File: src/rtl/hdlc_tx_pkg.sv
package hdlc_tx_pkg;
    localparam int BYTE_W = 8;
    localparam int FCS_W = 16;
    localparam int CNT_W = 4;
    localparam int RUN_W = 3;
    localparam int STUFF_RUN = 5;
    localparam logic [BYTE_W-1:0] FLAG_PAT = 8'h7E;
    localparam logic [FCS_W-1:0] CRC_PRESET = 16'hFFFF;
    localparam logic [FCS_W-1:0] CRC_POLY_REFL = 16'h8408;

    typedef enum logic [1:0] {
        PH_FLAG,
        PH_DATA,
        PH_FCS,
        PH_ABORT
    } tx_phase_e;

    typedef struct packed {
        tx_phase_e          phase;
        logic [FCS_W-1:0]   shreg;
        logic [CNT_W-1:0]   cnt;
        logic [RUN_W-1:0]   ones;
        logic [FCS_W-1:0]   crc;
        logic               last;
        logic               tx;
    } ser_reg_t;

    typedef struct packed {
        logic urun;
        logic mend;
    } evt_reg_t;
endpackage

File: src/rtl/hdlc_tx_crc.sv
module hdlc_tx_crc #(
    parameter int W = 16,
    parameter logic [W-1:0] POLY = 16'h8408
) (
    input  logic [W-1:0] crc_in,
    input  logic         bit_in,
    output logic [W-1:0] crc_out
);
    logic fb;

    always_comb begin
        fb = crc_in[0] ^ bit_in;
        for (int i = 0; i < W; i++) begin
            if (i == W - 1) begin
                crc_out[i] = fb & POLY[i];
            end else begin
                crc_out[i] = crc_in[i+1] ^ (fb & POLY[i]);
            end
        end
    end
endmodule

File: src/rtl/hdlc_tx_fifo.sv
module hdlc_tx_fifo #(
    parameter int DEPTH = 64,
    parameter int DW = 9,
    localparam int AW = (DEPTH > 1) ? $clog2(DEPTH) : 1,
    localparam int CW = $clog2(DEPTH + 1)
) (
    input  logic          clk,
    input  logic          rst_n,
    input  logic          push_req,
    input  logic [DW-1:0] push_data,
    input  logic          pop,
    output logic [DW-1:0] head,
    output logic [CW-1:0] fill
);
    typedef struct packed {
        logic [AW-1:0] wp;
        logic [AW-1:0] rp;
        logic [CW-1:0] cnt;
    } ptr_t;

    ptr_t p_d, p_q;
    logic [DW-1:0] mem_q [DEPTH];
    logic push_ok, pop_ok;

    function automatic logic [AW-1:0] adv(input logic [AW-1:0] p);
        return (p == AW'(DEPTH - 1)) ? '0 : p + 1'b1;
    endfunction

    always_comb begin
        p_d     = p_q;
        push_ok = push_req && (p_q.cnt != CW'(DEPTH));
        pop_ok  = pop && (p_q.cnt != '0);
        if (push_ok) p_d.wp = adv(p_q.wp);
        if (pop_ok)  p_d.rp = adv(p_q.rp);
        case ({push_ok, pop_ok})
            2'b10:   p_d.cnt = p_q.cnt + 1'b1;
            2'b01:   p_d.cnt = p_q.cnt - 1'b1;
            default: p_d.cnt = p_q.cnt;
        endcase
    end

    always_ff @(posedge clk or negedge rst_n) begin
        if (!rst_n) p_q <= '0;
        else        p_q <= p_d;
    end

    always_ff @(posedge clk) begin
        if (push_ok) mem_q[p_q.wp] <= push_data;
    end

    assign head = mem_q[p_q.rp];
    assign fill = p_q.cnt;
endmodule

File: src/rtl/hdlc_tx_ser.sv
module hdlc_tx_ser
    import hdlc_tx_pkg::*;
#(
    parameter int BW = BYTE_W
) (
    input  logic          clk,
    input  logic          rst_n,
    input  logic          bit_en,
    input  logic          src_empty,
    input  logic [BW-1:0] src_data,
    input  logic          src_last,
    output logic          src_pop,
    output logic          tx_bit,
    output logic          frame_done,
    output logic          underrun_evt
);
    ser_reg_t r_d, r_q;
    logic [FCS_W-1:0] crc_step;
    logic cur_bit;

    hdlc_tx_crc #(.W(FCS_W), .POLY(CRC_POLY_REFL)) u_crc (
        .crc_in (r_q.crc),
        .bit_in (r_q.shreg[0]),
        .crc_out(crc_step)
    );

    always_comb begin
        r_d          = r_q;
        src_pop      = 1'b0;
        frame_done   = 1'b0;
        underrun_evt = 1'b0;
        cur_bit      = r_q.shreg[0];
        if (bit_en) begin
            if (r_q.ones == RUN_W'(STUFF_RUN)) begin
                // stuffed zero: no phase advance
                r_d.tx   = 1'b0;
                r_d.ones = '0;
            end else begin
                case (r_q.phase)
                    PH_FLAG: begin
                        r_d.tx   = FLAG_PAT[r_q.cnt[2:0]];
                        r_d.ones = '0;
                        r_d.cnt  = r_q.cnt + 1'b1;
                        if (r_q.cnt == CNT_W'(BW - 1)) begin
                            r_d.cnt = '0;
                            if (!src_empty) begin
                                src_pop   = 1'b1;
                                r_d.phase = PH_DATA;
                                r_d.shreg = {{(FCS_W-BW){1'b0}}, src_data};
                                r_d.last  = src_last;
                                r_d.crc   = CRC_PRESET;
                            end
                        end
                    end
                    PH_DATA: begin
                        r_d.tx    = cur_bit;
                        r_d.ones  = cur_bit ? r_q.ones + 1'b1 : '0;
                        r_d.crc   = crc_step;
                        r_d.shreg = r_q.shreg >> 1;
                        r_d.cnt   = r_q.cnt + 1'b1;
                        if (r_q.cnt == CNT_W'(BW - 1)) begin
                            r_d.cnt = '0;
                            if (r_q.last) begin
                                r_d.phase = PH_FCS;
                                r_d.shreg = ~crc_step;
                            end else if (!src_empty) begin
                                src_pop   = 1'b1;
                                r_d.shreg = {{(FCS_W-BW){1'b0}}, src_data};
                                r_d.last  = src_last;
                            end else begin
                                r_d.phase    = PH_ABORT;
                                underrun_evt = 1'b1;
                            end
                        end
                    end
                    PH_FCS: begin
                        r_d.tx    = cur_bit;
                        r_d.ones  = cur_bit ? r_q.ones + 1'b1 : '0;
                        r_d.shreg = r_q.shreg >> 1;
                        r_d.cnt   = r_q.cnt + 1'b1;
                        if (r_q.cnt == CNT_W'(FCS_W - 1)) begin
                            r_d.cnt    = '0;
                            r_d.phase  = PH_FLAG;
                            frame_done = 1'b1;
                        end
                    end
                    default: begin
                        r_d.tx   = 1'b1;
                        r_d.ones = '0;
                        r_d.cnt  = r_q.cnt + 1'b1;
                        if (r_q.cnt == CNT_W'(BW - 1)) begin
                            r_d.cnt   = '0;
                            r_d.phase = PH_FLAG;
                        end
                    end
                endcase
            end
        end
    end

    always_ff @(posedge clk or negedge rst_n) begin
        if (!rst_n) begin
            r_q <= '{phase: PH_FLAG, shreg: '0, cnt: '0, ones: '0,
                     crc: CRC_PRESET, last: 1'b0, tx: 1'b1};
        end else begin
            r_q <= r_d;
        end
    end

    assign tx_bit = r_q.tx;
endmodule

File: src/rtl/hdlc_frame_tx.sv
module hdlc_frame_tx
    import hdlc_tx_pkg::*;
#(
    parameter int DEPTH = 64
) (
    input  logic              clk,
    input  logic              rst_n,
    input  logic              wr_en,
    input  logic [BYTE_W-1:0] wr_data,
    input  logic              wr_last,
    input  logic              bit_en,
    input  logic              ie_half,
    input  logic              ie_nf,
    input  logic              ie_end,
    input  logic              evt_clr,
    output logic              tx_bit,
    output logic              st_empty,
    output logic              st_full,
    output logic              st_not_full,
    output logic              st_half,
    output logic              st_underrun,
    output logic              st_msg_end,
    output logic              irq
);
    localparam int CW = $clog2(DEPTH + 1);
    localparam int EW = BYTE_W + 1;

    logic [CW-1:0] fill_cnt;
    logic [EW-1:0] fifo_head;
    logic ser_pop, ser_done, ser_urun;
    evt_reg_t e_d, e_q;

    hdlc_tx_fifo #(.DEPTH(DEPTH), .DW(EW)) u_fifo (
        .clk      (clk),
        .rst_n    (rst_n),
        .push_req (wr_en),
        .push_data({wr_last, wr_data}),
        .pop      (ser_pop),
        .head     (fifo_head),
        .fill     (fill_cnt)
    );

    hdlc_tx_ser #(.BW(BYTE_W)) u_ser (
        .clk         (clk),
        .rst_n       (rst_n),
        .bit_en      (bit_en),
        .src_empty   (st_empty),
        .src_data    (fifo_head[BYTE_W-1:0]),
        .src_last    (fifo_head[BYTE_W]),
        .src_pop     (ser_pop),
        .tx_bit      (tx_bit),
        .frame_done  (ser_done),
        .underrun_evt(ser_urun)
    );

    always_comb begin
        e_d = e_q;
        if (evt_clr) begin
            e_d.urun = 1'b0;
            e_d.mend = 1'b0;
        end
        if (ser_done) e_d.mend = 1'b1;
        if (ser_urun) e_d.urun = 1'b1;
    end

    always_ff @(posedge clk or negedge rst_n) begin
        if (!rst_n) e_q <= '0;
        else        e_q <= e_d;
    end

    assign st_empty    = (fill_cnt == '0);
    assign st_full     = (fill_cnt == CW'(DEPTH));
    assign st_not_full = ~st_full;
    assign st_half     = (fill_cnt >= CW'(DEPTH / 2));
    assign st_underrun = e_q.urun;
    assign st_msg_end  = e_q.mend;
    assign irq = (ie_half & ~st_half) | (ie_nf & st_not_full) | (ie_end & e_q.mend);
endmodule

File: config.mk
export PLATFORM = sky130hd
export DESIGN_NAME = hdlc_frame_tx
export DESIGN_NICKNAME = d
export VERILOG_FILES = /design/src/rtl/hdlc_tx_pkg.sv /design/src/rtl/hdlc_tx_crc.sv /design/src/rtl/hdlc_tx_fifo.sv /design/src/rtl/hdlc_tx_ser.sv /design/src/rtl/hdlc_frame_tx.sv
export SDC_FILE = /design/constraint.sdc
export NUM_CORES = 1
export LEC_CHECK = 0
export ABC_CLOCK_PERIOD_IN_PS = 4000
export BUFFER_PORTS_ARGS = -buffer_cell sky130_fd_sc_hd__buf_4
export CORE_MARGIN = 4
export CORE_UTILIZATION = 37
export DETAILED_ROUTE_END_ITERATION = 6
export PLACE_DENSITY_LB_ADDON = 0.25
export SLEW_MARGIN = 20
export SYNTH_ARGS = -nofsm -noshare
export SYNTH_HDL_FRONTEND = slang
export SYNTH_HIERARCHICAL = 1
export SYNTH_SLANG_ARGS = --single-unit
File: constraint.sdc
create_clock -name clk -period 4 [get_ports clk]
set_input_delay 0.2 -clock clk [delete_from_list [all_inputs] [get_ports clk]]
set_output_delay 0.2 -clock clk [all_outputs]
set_load 0.01 [all_outputs]
==> results of run 1 <==
-- final timing paths --
| check | start | endpoint | depth (start not counted) |
|---|---|---|---|
| worst max-delay path | u_fifo/fill[5]$_DFFE_PN0P_ | u_fifo/fill[5]$_DFFE_PN0P_ | 13 |
| worst min-delay path | wr_en | u_fifo/p_q[15]$_DFFE_PN0P_ | 5 |
| worst max register to register | u_fifo/fill[5]$_DFFE_PN0P_ | u_fifo/fill[5]$_DFFE_PN0P_ | 13 |
| worst min register to register | u_ser/tx_bit$_DFFE_PN1P_ | u_ser/tx_bit$_DFFE_PN1P_ | 2 |
| max in group asynchronous | rst_n | u_fifo/p_q[7]$_DFFE_PN0P_ | 2 |
| min in group asynchronous | rst_n | u_fifo/p_q[18]$_DFFE_PN0P_ | 2 |
-- logic make-up (layout without fill, tap and decap cells) --
group	Yosys count	in the layout	share of synthesized area, %
AOI/OAI and AO/OA	201	201	5.84
buffers and inverters	132	288	2.86
and+or+nand+nor	212	212	3.97
DFF	640	640	72.1
adders and majority gates	17	17	0.839
xor gates and xnor gates	12	12	0.515
muxes	199	199	13.9
-- registers in the layout (all words and copies together), names as in the netlist --
| name | cells |
|---|---|
| st_msg_end | 1 |
| u_ser/r_q | 41 |
| u_ser/cur_bit | 1 |
| u_ser/tx_bit | 1 |
| u_fifo/fill | 7 |
| u_fifo/mem_q | 576 |
| u_fifo/p_q | 12 |
| st_underrun | 1 |
-- where the power goes --
group          internal, mW  total, mW  switching (mW)
Clock                  3.75       6.30            2.54
Combinational          2.00       4.33            2.33
Sequential             7.77       8.21           0.440
-- cells in the final DEF (no fill, tap or decap), drive strengths merged, types with 12 or more instances in the layout --
master / netlist / layout
edfxtp: 576 / 576
buf: 76 / 131
mux4: 130 / 130
clkbuf: 22 / 88
nor2: 77 / 77
nand2: 56 / 56
dfrtp: 47 / 47
mux2i: 46 / 46
inv: 33 / 35
a21oi: 27 / 27
mux2: 23 / 23
clkinv: 0 / 21
o21ai: 20 / 20
nor2b: 17 / 17
o22ai: 17 / 17
dfstp: 17 / 17
ha: 16 / 16
o22a: 16 / 16
a221o: 15 / 15
a22oi: 14 / 14
nand3: 14 / 14
a211oi: 12 / 12
-- cells in the mapped netlist, drive strengths merged, types with 8 or more instances --
cell type | count | area share (%)
a211oi | 12 | 0.46
a21oi | 27 | 0.51
a221o | 15 | 0.57
a221oi | 8 | 0.27
a22o | 8 | 0.27
a22oi | 14 | 0.40
a31oi | 11 | 0.29
a32oi | 8 | 0.27
buf | 76 | 2.0
clkbuf | 22 | 0.33
dfrtp | 47 | 4.5
dfstp | 17 | 1.7
edfxtp | 576 | 66
ha | 16 | 0.76
inv | 33 | 0.47
mux2 | 23 | 0.99
mux2i | 46 | 1.8
mux4 | 130 | 11
nand2 | 56 | 0.80
nand3 | 14 | 0.27
nor2 | 77 | 1.1
nor2b | 17 | 0.41
o21ai | 20 | 0.38
o22a | 16 | 0.53
o22ai | 17 | 0.41
o31ai | 11 | 0.31
-- worst reg2reg max path, stage by stage, from the launching register on --
cell	delay (ns)
dfrtp_1	0.44
or4_4	0.60
nor4_2	0.20
and4bb_4	0.31
and3_1	0.17
inv_1	0.10
a31oi_4	0.08
ha_1	0.35
ha_1	0.30
a21o_1	0.18
a21o_1	0.20
a21oi_1	0.20
nor4_1	0.08
or3b_1	0.35
-- per-layer routing --
metal | part of all wire (%) | vias up | routed length, um | GRT usage (%)
met3 | 5.4 | 101 | 3240 | 2.91
met2 | 46 | 382 | 27900 | 24.8
met5 | 0 | - | 0 | 0
li1 | - | 5934 | - | -
met1 | 46 | 7198 | 27800 | 23.8
met4 | 2.1 | 0 | 1260 | 3.71
-- what timing repair did --
action	4_1_cts	5_1_grt
resized for setup	0	3
setup endpoints to repair	0	3
endpoints found under the hold margin	53	0
hold buffers	3	0
-- layout make-up --
cell class,instances,share of cell area [%]
sequential,640,62.8
multi-input combinational,641,21.9
clock buffer,88,6.18
tap,940,3.90
timing repair buffer,134,3.61
clock inverter,33,1.21
inverter,33,0.411
-- metrics by stage --
step,instances,hold slack [ns],power (mW),setup slack [ns],util [%]
2_1_floorplan,1413,-0.0956,11.5,0.0107,-
3_3_place_gp,2385,0.351,12.6,0.212,39.7
3_5_place_dp,2385,0.358,12.7,0.136,39.7
4_1_cts,2509,0.0672,19.0,0.112,42.9
5_1_grt,2509,0.139,19.7,0.0520,43.0
6_report,2509,0.107,18.8,0.316,43.0
==> impl_metrics.yaml, run 1 <==
outcome:
  status: "completed"
finish:
  fill_cells: 6223
  drive_gt1_share_pct: 26.8
  syn_to_final_growth_pct: 14.9
  fin_area_um2: 30100
  diodes: 0
  multi_input_area_um2: 6600
  layout.nets: 1553
  ff_latch_area_um2: 18900
die:
  row_count: 97
  die_area_um2: 75300
  core-area_um2: 70100
  initial_core_util_pct: 37.4
  die_w_um: 274
  ios: 25
  die_y_um: 274
detailed_routing:
  post-route-drc-count: 0
  drt_iter0_markers: 1219
  ant_nets: 0
  wl_um: 60200
  dr.pass1.iters: 6
  viasPerCell: 5.43
  vias: 13600
  wl_per_cell_um: 24.0
critical_path:
  critPathRequiredTime_ns: 4.46
  worstPathCellList: "or4_4, nor4_2, and4bb_4, and3_1, inv_1, a31oi_4, ha_1, ha_1, a21o_1, a21o_1, a21oi_1, nor4_1, or3b_1"
  crit_family: "simple AND/OR/NAND/NOR gates"
  critPathMaxStageDelay_ns: 0.60
  worstPathArrival_ns: 4.14
  cpMaxStageDelayCell: "or4_4"
  crit_fanout: 7
  path_buf_inv: 1
  reg2reg_slack_ns: 0.32
  path_class: "reg -> reg"
  endpoint_kind: "flop"
  critPathLaunchType: "flop"
clock_tree:
  post_cts_buffers: 0
  clk_latency_ns: 0.61
  clock-sinks: 640
  ctsLongestPathBuffers: 3
  root_buffer: "clkbuf_16"
  clk_pin_slew_ns: 0.06
  cts_tree: "built"
  numCtsBuffers: 69
  cts_htree_levels: 3
pwr:
  vdd_drop_max_mv: 0.365
  p_per_area_nw_per_um2: 625
  leakage_nw: 9.77
global_route:
  grt_max_degree: 65
  grt_util_all_layers_pct: 16.1
  grt_pass1_vias: 13800
  grt_pass1_wl_um: 90500
  antenna_found_initial: 0
  grt_overflow: 0
synthesis:
  ys_warn_count: 6
  yosysSeqAreaShare_pct: 72.1
  netlist_area_um2: 26200
  synth-seq-cells: 640
  avgSynthCellArea_um2: 18.6
  synthCells: 1413
  async_flop_share_pct: 10.0
  yosysUniqueCellTypes: 83
  synth_edf_count: 576
  ys.flop_type: "edfxtp_1"
  synth_nets: 1447
placement:
  dp_hpwl_um: 36400
  gp_congestion: 0.809
  io_buffers: 24
  placed_area_um2: 27900
timing:
  slew_headroom_pct: 30.2
  fin_crit_sh_pct: 92.1
  worstMarginPinSlew_ns: 1.04
  hold_viol: 0
  fmax_ghz: 0.271
  min_period_ns: 3.68
  setup-violations-final: 0
  final.setup.tns_ns: 0
  fin_worst_skew_ns: 0.0306
  rsz0062_at_grt: "false"
  report.final.slew_viol_count: 0
job:
  max_cap_violations: 0
worst_hold_path:
  worstHoldPathType: "in -> reg"
(Power assumes the default switching activity.)
==> run 2: changes to the inputs <==
--- a/config.mk
+++ b/config.mk
@@ -6,11 +6,10 @@
 export NUM_CORES = 1
 export LEC_CHECK = 0
 export ABC_CLOCK_PERIOD_IN_PS = 4000
-export BUFFER_PORTS_ARGS = -buffer_cell sky130_fd_sc_hd__buf_4
 export CORE_MARGIN = 4
 export CORE_UTILIZATION = 37
 export DETAILED_ROUTE_END_ITERATION = 6
-export PLACE_DENSITY_LB_ADDON = 0.25
+export DONT_BUFFER_PORTS = 1
 export SLEW_MARGIN = 20
 export SYNTH_ARGS = -nofsm -noshare
 export SYNTH_HDL_FRONTEND = slang
==> run 2 against run 1 <==
  * Die area did not move
  * Clock skew fell by 0.0038 ns
  * Global-route usage fell by 0.34 points
  * Power fell by 1.0%
  * Final cell count fell by 0.60%
  * First-iteration DRC count rose by 1.6%
  * Clock power fell by 1%
  * Combinational power fell by 3%
  * Critical path depth rose by 1
  * Fmax fell by 1.8%
  * Largest power group unchanged
==> impl_metrics.yaml, run 2 (synthesis gave the netlist of run 1 again) <==
timing:
  slew_headroom_pct: 31.5
  hold_viol: 0
  worstMarginPinSlew_ns: 1.02
  rsz0062_at_grt: "false"
  holdWs_ns: 0.0424
  fin_crit_sh_pct: 93.8
  fin_worst_skew_ns: 0.0269
  min_period_ns: 3.75
  fmax_ghz: 0.266
  report.final.slew_viol_count: 0
  final.setup.tns_ns: 0
  setup-violations-final: 0
clock_tree:
  post_cts_buffers: 0
  root_buffer: "clkbuf_16"
  clk_latency_ns: 0.61
  cts_htree_levels: 3
  clk_pin_slew_ns: 0.06
  cts_tree: "built"
  clock-sinks: 640
  numCtsBuffers: 67
  ctsLongestPathBuffers: 3
  cts_resized: 0
pwr:
  leakage_nw: 9.76
  p_clk_share_pct: 33.5
  power.share.sequential_pct: 44.0
  intPower_mw: 13.4
  switching_share_pct: 28.0
  share_comb_of_total_power_pct: 22.5
  vdd_drop_max_mv: 0.346
  net-switching-power_mw: 5.22
  p_per_area_nw_per_um2: 617
finish:
  syn_to_final_growth_pct: 15.1
  layout.nets: 1535
  drive_gt1_share_pct: 25.3
  diodes: 0
  largest_registers: "u_fifo/mem_q (576), u_ser/r_q (41), u_fifo/p_q (12)"
  final_common_cell: "edfxtp_1"
  fill_cells: 6157
  mostFrequentLayoutCells: "576 x edfxtp_1, 130 x mux4_2, 89 x buf_4, 75 x nor2_1, 69 x clkbuf_16"
  largest_reg_flops: 576
  largest_register: "u_fifo/mem_q"
die:
  core-area_um2: 70100
  die_area_um2: 75300
  ios: 25
  die_y_um: 274
  row_count: 97
  die_w_um: 274
  initial_core_util_pct: 37.4
detailed_routing:
  drt_iter0_markers: 1238
  ant_nets: 0
  viasPerCell: 5.44
  wl_um: 58500
  dr.pass1.iters: 5
  post-route-drc-count: 0
  wl_per_cell_um: 23.5
  vias: 13600
global_route:
  antenna_found_initial: 0
  grt_pass1_wl_um: 89300
  grt_max_degree: 65
  grt_overflow: 0
  grt_pass1_vias: 13800
  grt_util_all_layers_pct: 15.7
placement:
  dp_hpwl_um: 34900
  io_buffers: 0
  gp_congestion: 0.803
job:
  max_cap_violations: 0
critical_path:
  path_class: "reg -> reg"
  worstPathArrival_ns: 4.22
  critPathLaunchType: "flop"
  endpoint_kind: "flop"
  crit_fanout: 6
  worstPathCellList: "or4_4, nor4_1, buf_4, and4bb_4, and3_1, inv_1, a31oi_1, ha_1, ha_1, a21o_1, a21o_1, a21oi_1, nor4_1, or3b_1"
  critPathRequiredTime_ns: 4.47
  crit_family: "simple AND/OR/NAND/NOR gates"
  path_buf_inv: 2
  critPathMaxStageDelay_ns: 0.58
  cpMaxStageDelayCell: "or4_4"
worst_hold_path:
  worstHoldPathType: "in -> reg"
outcome:
  status: "completed"
## run 2: worst paths after layout
path / start / endpoint / slack [ns] / depth (start not counted)
min in group asynchronous: rst_n / u_fifo/fill[1]$_DFFE_PN0P_ / 0.19 / 2
worst max register to register: u_fifo/fill[5]$_DFFE_PN0P_ / u_fifo/fill[5]$_DFFE_PN0P_ / 0.25 / 14
worst min-delay path: bit_en / u_ser/tx_bit$_DFFE_PN1P_ / 0.04 / 2
worst max-delay path: u_fifo/fill[5]$_DFFE_PN0P_ / u_fifo/fill[5]$_DFFE_PN0P_ / 0.25 / 14
worst min register to register: u_ser/r_q[27]$_DFFE_PN0P_ / u_ser/r_q[27]$_DFFE_PN0P_ / 0.48 / 2
max in group asynchronous: rst_n / u_ser/tx_bit$_DFFE_PN1P_ / 3.49 / 2
## run 2: stage by stage
step,power (mW),worst slack [ns],instances,utilization (%),area [um^2]
final,18.6,0.247,2494,43.1,30200
after global routing,19.5,0.0535,2494,43.1,30200
after CTS,18.8,0.257,2494,43.1,30200
after detailed placement,12.4,0.278,2349,39.3,27600
after global placement,12.4,0.319,2349,39.3,27600
after floorplan,11.5,0.0107,1413,-,26200
## run 2: cell type report
class / count / area [um^2] / area share, %
tap: 940 / 1180 / 3.89
inverter: 33 / 124 / 0.410
clock inverter: 38 / 418 / 1.38
multi-input combinational: 641 / 6580 / 21.8
timing repair buffer: 118 / 1190 / 3.95
sequential: 640 / 18900 / 62.7
clock buffer: 84 / 1780 / 5.90
## run 2: per-layer routing
| metal | part of all wire [%] | vias to the layer above | track usage, % |
|---|---|---|---|
| met5 | 0 | - | 0 |
| met4 | 2.0 | 0 | 3.90 |
| met3 | 5.9 | 83 | 2.78 |
| met2 | 48 | 433 | 25.1 |
| li1 | - | 5899 | - |
| met1 | 44 | 7144 | 22.5 |
## run 2: what timing repair did
| item | in CTS | in global routing |
|---|---|---|
| hold buffers | 23 | 0 |
| endpoints found under the setup margin | 0 | 0 |
| endpoints found under the hold margin | 648 | 0 |
## run 2: power groups by stage
stage | clock (mW) | combinational (mW) | sequential, mW
floorplan | 0 | 3.43 | 8.05
CTS | 6.37 | 4.26 | 8.21
finish | 6.24 | 4.20 | 8.21
global route | 6.69 | 4.55 | 8.27
detailed placement | 0 | 4.08 | 8.35
global placement | 0 | 4.03 | 8.32
